==> config.mk <==
export PLATFORM = sky130hd
export DESIGN_NAME = dl_bringup_seq
export DESIGN_NICKNAME = d
export VERILOG_FILES = /design/src/rtl/dl_bringup_pkg.sv /design/src/rtl/dl_band_lut.sv /design/src/rtl/dl_lock_timer.sv /design/src/rtl/dl_seq_fsm.sv /design/src/rtl/dl_bringup_seq.sv
export SDC_FILE = /design/constraint.sdc
export NUM_CORES = 1
export LEC_CHECK = 0
export ABC_AREA = 1
export ABC_CLOCK_PERIOD_IN_PS = 3450
export BUFFER_PORTS_ARGS = -buffer_cell sky130_fd_sc_hd__buf_2
export CORE_UTILIZATION = 45
export DETAILED_ROUTE_END_ITERATION = 12
export MAX_ROUTING_LAYER = met4
export PLACE_DENSITY = 0.84
export SYNTH_ARGS = -nofsm -noshare
export SYNTH_HDL_FRONTEND = slang
export SYNTH_SLANG_ARGS = --single-unit
export TNS_END_PERCENT = 100
==> constraint.sdc <==
create_clock -name clk -period 3.45 [get_ports clk]
set_input_delay 0.345 -clock clk [delete_from_list [all_inputs] [get_ports clk]]
set_output_delay 0.345 -clock clk [all_outputs]
set_load 0.1 [all_outputs]
==> src/rtl/dl_bringup_pkg.sv <==
package dl_bringup_pkg;

  typedef enum logic [3:0] {
    S_IDLE, S_PSAVE, S_RST_ON, S_PDN_ON, S_BAND,
    S_RST_OFF, S_PDN_OFF, S_EN_ON, S_OE_ON, S_WAIT
  } seq_state_t;

  // Field positions in the configuration word decoded by the delay line
  localparam int RST_BIT  = 30;
  localparam int PDN_BIT  = 29;
  localparam int BAND_LSB = 24;
  localparam int OE_BIT   = 18;
  localparam int EN_BIT   = 16;

  // Inclusive upper clock limit (MHz) of each band step
  function automatic int band_limit(input int idx);
    case (idx)
      0: band_limit = 112;
      1: band_limit = 125;
      2: band_limit = 137;
      3: band_limit = 150;
      4: band_limit = 162;
      5: band_limit = 175;
      6: band_limit = 187;
      default: band_limit = 200;
    endcase
  endfunction

endpackage

==> src/rtl/dl_band_lut.sv <==
module dl_band_lut #(
  parameter int FREQ_W = 8,
  parameter int NBANDS = 8,
  localparam int CODE_W = $clog2(NBANDS)
) (
  input  logic [FREQ_W-1:0] freq,
  output logic [CODE_W-1:0] code,
  output logic              oor
);
  import dl_bringup_pkg::*;

  logic [NBANDS-1:0] above;

  // One comparator per step; the steps are monotone, so the code is a count
  for (genvar i = 0; i < NBANDS; i++) begin : g_step
    assign above[i] = int'(freq) > band_limit(i);
  end

  logic [CODE_W:0] nabove;
  always_comb begin
    nabove = '0;
    for (int i = 0; i < NBANDS; i++) begin
      nabove = nabove + {{CODE_W{1'b0}}, above[i]};
    end
  end

  assign oor  = above[NBANDS-1];
  assign code = oor ? '0 : nabove[CODE_W-1:0];

endmodule

==> src/rtl/dl_lock_timer.sv <==
module dl_lock_timer #(
  parameter int LOCK_US = 50,
  localparam int CNT_W = $clog2(LOCK_US + 1)
) (
  input  logic clk,
  input  logic rst,
  input  logic run,
  input  logic tick,
  output logic expired
);

  logic [CNT_W-1:0] cnt;

  assign expired = run && tick && (cnt == CNT_W'(LOCK_US - 1));

  always_ff @(posedge clk) begin
    if (rst || !run) begin
      cnt <= '0;
    end else if (tick && !expired) begin
      cnt <= cnt + 1'b1;
    end
  end

  // the window counter never passes the last tick of the window
  a_r9_count_bound: assert property (@(posedge clk) disable iff (rst)
    cnt < CNT_W'(LOCK_US));

  // outside the wait the counter rests at zero
  a_r9_idle_clear: assert property (@(posedge clk) disable iff (rst)
    !run |=> (cnt == '0) || run);

endmodule

==> src/rtl/dl_seq_fsm.sv <==
module dl_seq_fsm #(
  parameter int  CODE_W      = 3,
  parameter int  FREQ_W      = 8,
  parameter int  SKIP_MHZ    = 100,
  parameter bit  PSAVE_INIT  = 1'b1
) (
  input  logic              clk,
  input  logic              rst,
  input  logic              start,
  input  logic              fast_mode,
  input  logic [FREQ_W-1:0] clk_mhz,
  input  logic [CODE_W-1:0] band_code,
  input  logic              band_oor,
  input  logic              lock_in,
  input  logic              expired,
  output logic              wait_lock,
  output logic              dl_rst,
  output logic              dl_pdn,
  output logic              dl_en,
  output logic              dl_oe,
  output logic [CODE_W-1:0] band_q,
  output logic              psave,
  output logic              cfg_wr,
  output logic              vend_wr,
  output logic              busy,
  output logic              done,
  output logic              fail,
  output logic              oor
);
  import dl_bringup_pkg::*;

  seq_state_t        state;
  logic [CODE_W-1:0] code_q;
  logic              need_tune;

  assign need_tune = fast_mode && (int'(clk_mhz) > SKIP_MHZ);
  assign wait_lock = (state == S_WAIT);
  assign busy      = (state != S_IDLE);

  always_ff @(posedge clk) begin
    if (rst) begin
      state   <= S_IDLE;
      dl_rst  <= 1'b0;
      dl_pdn  <= 1'b0;
      dl_en   <= 1'b0;
      dl_oe   <= 1'b0;
      band_q  <= '0;
      code_q  <= '0;
      psave   <= PSAVE_INIT;
      cfg_wr  <= 1'b0;
      vend_wr <= 1'b0;
      done    <= 1'b0;
      fail    <= 1'b0;
      oor     <= 1'b0;
    end else begin
      cfg_wr  <= 1'b0;
      vend_wr <= 1'b0;
      done    <= 1'b0;
      case (state)
        S_IDLE: begin
          if (start) begin
            fail <= 1'b0;
            if (need_tune) begin
              oor    <= band_oor;
              code_q <= band_code;
              state  <= S_PSAVE;
            end else begin
              oor  <= 1'b0;
              done <= 1'b1;
            end
          end
        end
        S_PSAVE: begin
          psave   <= 1'b0;
          vend_wr <= 1'b1;
          state   <= S_RST_ON;
        end
        S_RST_ON: begin
          dl_rst <= 1'b1;
          cfg_wr <= 1'b1;
          state  <= S_PDN_ON;
        end
        S_PDN_ON: begin
          dl_pdn <= 1'b1;
          cfg_wr <= 1'b1;
          state  <= S_BAND;
        end
        S_BAND: begin
          band_q <= code_q;
          cfg_wr <= 1'b1;
          state  <= S_RST_OFF;
        end
        S_RST_OFF: begin
          dl_rst <= 1'b0;
          cfg_wr <= 1'b1;
          state  <= S_PDN_OFF;
        end
        S_PDN_OFF: begin
          dl_pdn <= 1'b0;
          cfg_wr <= 1'b1;
          state  <= S_EN_ON;
        end
        S_EN_ON: begin
          dl_en  <= 1'b1;
          cfg_wr <= 1'b1;
          state  <= S_OE_ON;
        end
        S_OE_ON: begin
          dl_oe  <= 1'b1;
          cfg_wr <= 1'b1;
          state  <= S_WAIT;
        end
        S_WAIT: begin
          if (lock_in) begin
            done  <= 1'b1;
            state <= S_IDLE;
          end else if (expired) begin
            done  <= 1'b1;
            fail  <= 1'b1;
            state <= S_IDLE;
          end
        end
        default: state <= S_IDLE;
      endcase
    end
  end

  // the two registers are never written in the same cycle
  a_r7_single_write: assert property (@(posedge clk) disable iff (rst)
    !(cfg_wr && vend_wr));

  // the band field moves only while reset and power-down are held
  a_r5_band_window: assert property (@(posedge clk) disable iff (rst)
    !$stable(band_q) |-> (dl_rst && dl_pdn));

  // output enable rises only on a released, enabled line
  a_r4_oe_after_en: assert property (@(posedge clk) disable iff (rst)
    $rose(dl_oe) |-> (dl_en && !dl_rst && !dl_pdn));

  // reset is never asserted before power-save is off
  a_r3_psave_first: assert property (@(posedge clk) disable iff (rst)
    $rose(dl_rst) |-> !psave);

  // done lasts one cycle
  a_r11_done_pulse: assert property (@(posedge clk) disable iff (rst)
    done |=> !done);

  // a start that needs no tuning finishes at once with no write
  a_r2_bypass: assert property (@(posedge clk) disable iff (rst)
    (!busy && start && !need_tune) |=> (done && !fail && !cfg_wr && !vend_wr));

  // an out-of-range clock loads band code zero
  a_r6_oor_code: assert property (@(posedge clk) disable iff (rst)
    (oor && state == S_BAND) |=> (band_q == '0));

  // a start while busy does not disturb the write chain
  a_r10_no_restart: assert property (@(posedge clk) disable iff (rst)
    (state == S_RST_ON) |=> (state == S_PDN_ON));

endmodule

==> src/rtl/dl_bringup_seq.sv <==
module dl_bringup_seq #(
  parameter int FREQ_W     = 8,
  parameter int NBANDS     = 8,
  parameter int SKIP_MHZ   = 100,
  parameter int LOCK_US    = 50,
  parameter bit PSAVE_INIT = 1'b1
) (
  input  logic              clk,
  input  logic              rst,
  input  logic              start,
  input  logic              fast_mode,
  input  logic [FREQ_W-1:0] clk_mhz,
  input  logic              us_tick,
  input  logic              lock_in,
  output logic [31:0]       cfg_word,
  output logic              cfg_wr,
  output logic              vend_pwrsave,
  output logic              vend_wr,
  output logic              busy,
  output logic              done,
  output logic              fail,
  output logic              freq_oor
);
  import dl_bringup_pkg::*;

  localparam int CODE_W = $clog2(NBANDS);

  logic [CODE_W-1:0] band_code;
  logic              band_oor;
  logic              wait_lock;
  logic              expired;
  logic              dl_rst, dl_pdn, dl_en, dl_oe;
  logic [CODE_W-1:0] band_q;

  dl_band_lut #(.FREQ_W(FREQ_W), .NBANDS(NBANDS)) u_band (
    .freq (clk_mhz),
    .code (band_code),
    .oor  (band_oor)
  );

  dl_lock_timer #(.LOCK_US(LOCK_US)) u_timer (
    .clk     (clk),
    .rst     (rst),
    .run     (wait_lock),
    .tick    (us_tick),
    .expired (expired)
  );

  dl_seq_fsm #(
    .CODE_W(CODE_W), .FREQ_W(FREQ_W), .SKIP_MHZ(SKIP_MHZ), .PSAVE_INIT(PSAVE_INIT)
  ) u_fsm (
    .clk       (clk),
    .rst       (rst),
    .start     (start),
    .fast_mode (fast_mode),
    .clk_mhz   (clk_mhz),
    .band_code (band_code),
    .band_oor  (band_oor),
    .lock_in   (lock_in),
    .expired   (expired),
    .wait_lock (wait_lock),
    .dl_rst    (dl_rst),
    .dl_pdn    (dl_pdn),
    .dl_en     (dl_en),
    .dl_oe     (dl_oe),
    .band_q    (band_q),
    .psave     (vend_pwrsave),
    .cfg_wr    (cfg_wr),
    .vend_wr   (vend_wr),
    .busy      (busy),
    .done      (done),
    .fail      (fail),
    .oor       (freq_oor)
  );

  always_comb begin
    cfg_word = '0;
    cfg_word[RST_BIT] = dl_rst;
    cfg_word[PDN_BIT] = dl_pdn;
    cfg_word[EN_BIT]  = dl_en;
    cfg_word[OE_BIT]  = dl_oe;
    cfg_word[BAND_LSB +: CODE_W] = band_q;
  end

endmodule

# After elaboration in Yosys (flattened, before gate mapping)
# Cells that the tools add are included.
# Widths: inputs -> output; s select.
# word_totals
ff_bits	26
in_bits	14
output_inout_bits	39
word_cells	83
# classes
addsub	8
n_lt_le_gt_ge	9
eq_ne	15
muxes	20
reduce_logical	17
# ops
op	count
$gt 8x8->1 const B	6
$pmux 4 s10	1
$gt 8x7->1 const B	3
$add 3x1->3	6
$eq 4x3->1 const B	4
$mux 4	4
$mux 1	10
$eq 4x2->1 const B	2
$eq 4x4->1 const B	2
$pmux 1 s2	4
$reduce_or 7->1	1
$add 6x1->6 const B	1
$eq 6x6->1 const B	1
$ne 2x2->1 const B	3
$reduce_and 3->1	2
$reduce_bool 2->1	3
$eq 4x1->1 const B	1
$logic_and 1x1->1	4
$logic_not 4->1	1
$reduce_and 4->1	1
$reduce_bool 4->1	1
$mux 3	1
$ne 3x3->1 const B	1
$add 1x1->2	1
4 further kinds	5

# Longest topological paths before layout
# depth
ltp_word	9
mapped_depth	16
depth_no_buf	16

# Hierarchy
# From an unflattened synthesis, not the netlist that was laid out.
# unflattened
hier_cells	284
area_unflattened_um2	1859.3
# by_module_without_submodules
module	instances	cells_each	area_per_inst_um2	seq_area_each_um2
dl_seq_fsm	1	126	897.1	400.4
dl_band_lut	1	78	417.9	0.0
dl_lock_timer	1	50	322.8	120.1
dl_bringup_seq	1	30	221.5	0.0

# Least setup slack after synthesis
# Ideal clock, no wire load.
# synth_path
path_kind	in2reg
from	input port clk_mhz[3]
to	register u_fsm.code_q[1]
setup_ns	0.066
t_arrival_ns	3.271
t_required_ns	3.384
slack_ns	0.113
path_stages	14
path_buffers	0
cell_sequence	nand2_1 -> or2_0 -> o41ai_1 -> ha_1 -> inv_1 -> fa_1 -> inv_1 -> fa_1 -> fa_1 -> inv_1 -> fa_1 -> nor2_1 -> nand2_1 -> a21oi_2
# synth_via
elab_chain_len	9
word_cells_on_any_way	19
cone_classes	add/sub: 7; order compare: 9; mux: 1; reduce/logical: 2
# synth_lines
item	line	rtl
start: declaration	dl_bringup_seq.sv:12	input logic [FREQ_W-1:0] clk_mhz,
$gt 8x7->1	dl_band_lut.sv:16	assign above[i] = int'(freq) > band_limit(i);
$add 1x1->2	dl_band_lut.sv:23	nabove = nabove + {{CODE_W{1'b0}}, above[i]};
$add 3x1->3 (6 in a row)	dl_band_lut.sv:23	
$mux 3	dl_band_lut.sv:28	assign code = oor ? '0 : nabove[CODE_W-1:0];
end signal: assignment	dl_seq_fsm.sv:65	code_q <= band_code;
end: declaration	dl_seq_fsm.sv:33	logic [CODE_W-1:0] code_q;
# Several ways; a longest one is shown, not always the timed one.
# A chain may end at the register's enable or synchronous reset.

# Final worst setup path
# layout_path
from	input port clk_mhz[5]
to	register u_fsm.code_q[1]
# Same word-level chain as after synthesis.

==> metrics <==
Crit Reg-Reg Startpoint u_fsm.state[0]; CP Buf/Inv Count 5; H-tree levels 1; Pleak 0.970 nW; Crit Path Category in2reg; fin cells 328; Worst-Skew Late Latency 270 ps; Avg Vias per Cell 4.56; nets 303; Tcrit/Tclk final 95.5%; Initial DRT Pass Iterations 4; first-pass GRT wire length 5320 um; share of post-route cells with drive strength above 1 24.6%; Yosys reg bits 26; clk sinks 26; area leader, netlist dfxtp_1; area growth from synthesis to layout 13.9%; Reg area 520 um^2; Worst Hold Class in2reg; hold path start lock_in; maximum vdd ir drop 202 uV; max cap viols 0; DR DRC count 0; IO Pins 53; critical path peak fanout 3; HPWL Detailed 2550 um; initial antenna violation count 0; internal power 0.000549 W; Final Hold Viols 0; Sw Ratio 44.4%; Crit-path slowest cell fa_1; FFs w/ async S/R, synth 0%; Slew Limit Fails 0; crit path time final 3290 ps; GP Congestion 0.863; largest net degree at the start of global routing 17; Antenna Diode Count 0; Reg power frac 33.4%; Worst EP required 3670 ps; Placed Area 1880 um^2; CP delay by family, top adder cells; Layout Skew 7.03 ps; GRT overflow 0; core area 3690 um^2; Hold Path Stages 4; Post-Synthesis Cells 244; Crit path arrival time 3510 ps; outcome finished, final reports clean; CTS tree yes; CP Cell Sequence buf_2 > nand2_1 > inv_1 > a21oi_2 > a41oi_2 > ha_1 > inv_1 > fa_1 > inv_1 > fa_1 > fa_1 > inv_1 > fa_1 > nor2_1 > nand2_1 > a21oi_2; Hold Path End u_fsm.fail; TritonCTS Buffers 3; # port buffers 27; clk root buf clkbuf_8; top cells by area, synth dfxtp_1 (30%), buf_4 (13%), inv_1 (8.4%); row count 22; worst reg2reg path endpoint u_timer.cnt[1]; Worst path max stage delay 530 ps; Yosys warning count 0; Logic pwr share 41.2%; Post-synth EDFFs 0; FF-to-FF setup slack 2090 ps; NetSw 0.000439 W; Clock Path Buffers 2; Sum Neg Setup Slack 0 ps; clock network power share 25.4%; DR iter-0 viols 107; Netlist cell types 35; GRT Util Overall 16.5%; Critical Path End Type register; WL/cell 9.62 um; Worst R2R Path Depth 7; vias in the first global route 1312; die area 4110 um^2; Die Span Y 64.1 um; Post-synth top cells inv_1 (39), nand2_1 (35), nor2_1 (32); Primary FF master, synth dfxtp_1; Placed Instances 323; Initial Util 47.1%; Final ANT Viol Nets 0; PD cells 499 nW/um^2; synthesized cell area 1740 um^2; Fmax achieved 304 MHz; Final Cell Area 1980 um^2; final setup fails 0; vias 1495; Worst-path clk slew 90 ps; Seq/Total Area, Yosys 29.9%; syn_area_per_cell 7.12 um^2; Detailed Route WL 3160 um; multi-input logic area 940 um^2; Fillers 379; Synth top area share 29.9%; Die W 64.1 um; Critical Path Start Type input pin; most frequent cell after synthesis inv_1
[per-stage QoR]
step                utilization, %  setup WS (ps)  hold WS (ps)  power (W)
global placement              50.9          -73.6           425   0.000735
floorplan                        -            113           439   0.000709
finish                        53.7            155           381   0.000989
detailed placement            50.9           -181           445   0.000742
global route                  53.7          -33.4           406    0.00103
CTS                           52.9            109           379   0.000991
[registers in the layout (all words and copies together) (netlist names), 3 cells and up]
| register | cells |
|---|---|
| u_fsm.state | 4 |
| u_timer.cnt | 6 |
| u_fsm.code_q | 3 |
| u_fsm.band_q | 3 |
[power by group through the flow]
stage / registers [W] / logic [W] / clock network, W
finish: 0.000330 / 0.000407 / 0.000251
global route: 0.000333 / 0.000438 / 0.000264
CTS: 0.000330 / 0.000406 / 0.000254
detailed placement: 0.000338 / 0.000405 / 0
global placement: 0.000337 / 0.000398 / 0
floorplan: 0.000399 / 0.000310 / 0
[cell usage in the layout (no fill, tap or decap), drive strengths merged]
cell | synthesis | routed
inv | 42 | 42
nor2 | 41 | 41
buf | 30 | 39
nand2 | 37 | 37
dfxtp | 26 | 26
conb | 1 | 25
a21oi | 18 | 18
o21ai | 13 | 13
nand3 | 8 | 8
fa | 4 | 4
ha | 4 | 4
clkbuf | 1 | 3
nor3 | 2 | 2
a31oi | 2 | 2
a211oi | 2 | 2
or2 | 2 | 2
o41ai | 2 | 2
a41oi | 1 | 1
nand4 | 1 | 1
nand3b | 1 | 1
clkinv | 1 | 1
nor4 | 1 | 1
a21boi | 1 | 1
o211ai | 1 | 1
o31ai | 1 | 1
xor2 | 1 | 1
bufinv | 0 | 1
[how the worst max path moves through the flow]
| stage | cells past startpoint | endpoint | from | slack [ps] |
|---|---|---|---|---|
| floorplan | 14 | u_fsm.code_q[1] | clk_mhz[3] | 110 |
| global placement | 15 | u_fsm.code_q[1] | clk_mhz[3] | -70 |
| detailed placement | 15 | u_fsm.code_q[1] | clk_mhz[3] | -180 |
| CTS | 15 | u_fsm.code_q[1] | clk_mhz[3] | 110 |
| global route | 16 | u_fsm.code_q[1] | clk_mhz[4] | -30 |
| finish | 16 | u_fsm.code_q[1] | clk_mhz[5] | 160 |
[metal layers]
metal / global-route usage [%] / vias up / part of all wire, % / wire length (um)
li1: - / 784 / - / -
met1: 19.6 / 662 / 45 / 1410
met2: 28.7 / 42 / 50 / 1570
met3: 1.25 / 7 / 3.8 / 121
met4: 7.22 / 0 / 1.8 / 58
met5: - / - / 0 / 0
[cells by family (layout without fill, tap and decap cells)]
group	Yosys count	count (layout)	share of synthesized area, %
simple gates	93	93	25.1
buf+inv	74	86	22.4
flops	26	26	29.9
xor+xnor	1	1	0.504
other cells	1	25	0.216
compound gates	41	41	14.4
fa+ha+maj	8	8	7.49
[tightest hold or removal path: stages]
cell and delay (ps):
buf_2 90, inv_1 40, o21ai_0 70, a21oi_1 60
[timing repair]
| item | in CTS | in global routing |
|---|---|---|
| endpoints found under the setup margin | 0 | 2 |
| hold buffers | 0 | 0 |
| gates resized for setup | 0 | 4 |
| buffers inserted | 0 | 1 |
[layout make-up]
cell class              instances  share of cell area, %
inverters                      43                   8.22
flip-flops and latches         26                   26.3
repair buffers                 39                   11.4
well taps                      48                   3.03
multi-input cells             168                   47.5
clock buffers                   3                   2.09
clock inverters                 1                   1.52
Power figures use the tool's default switching activity.
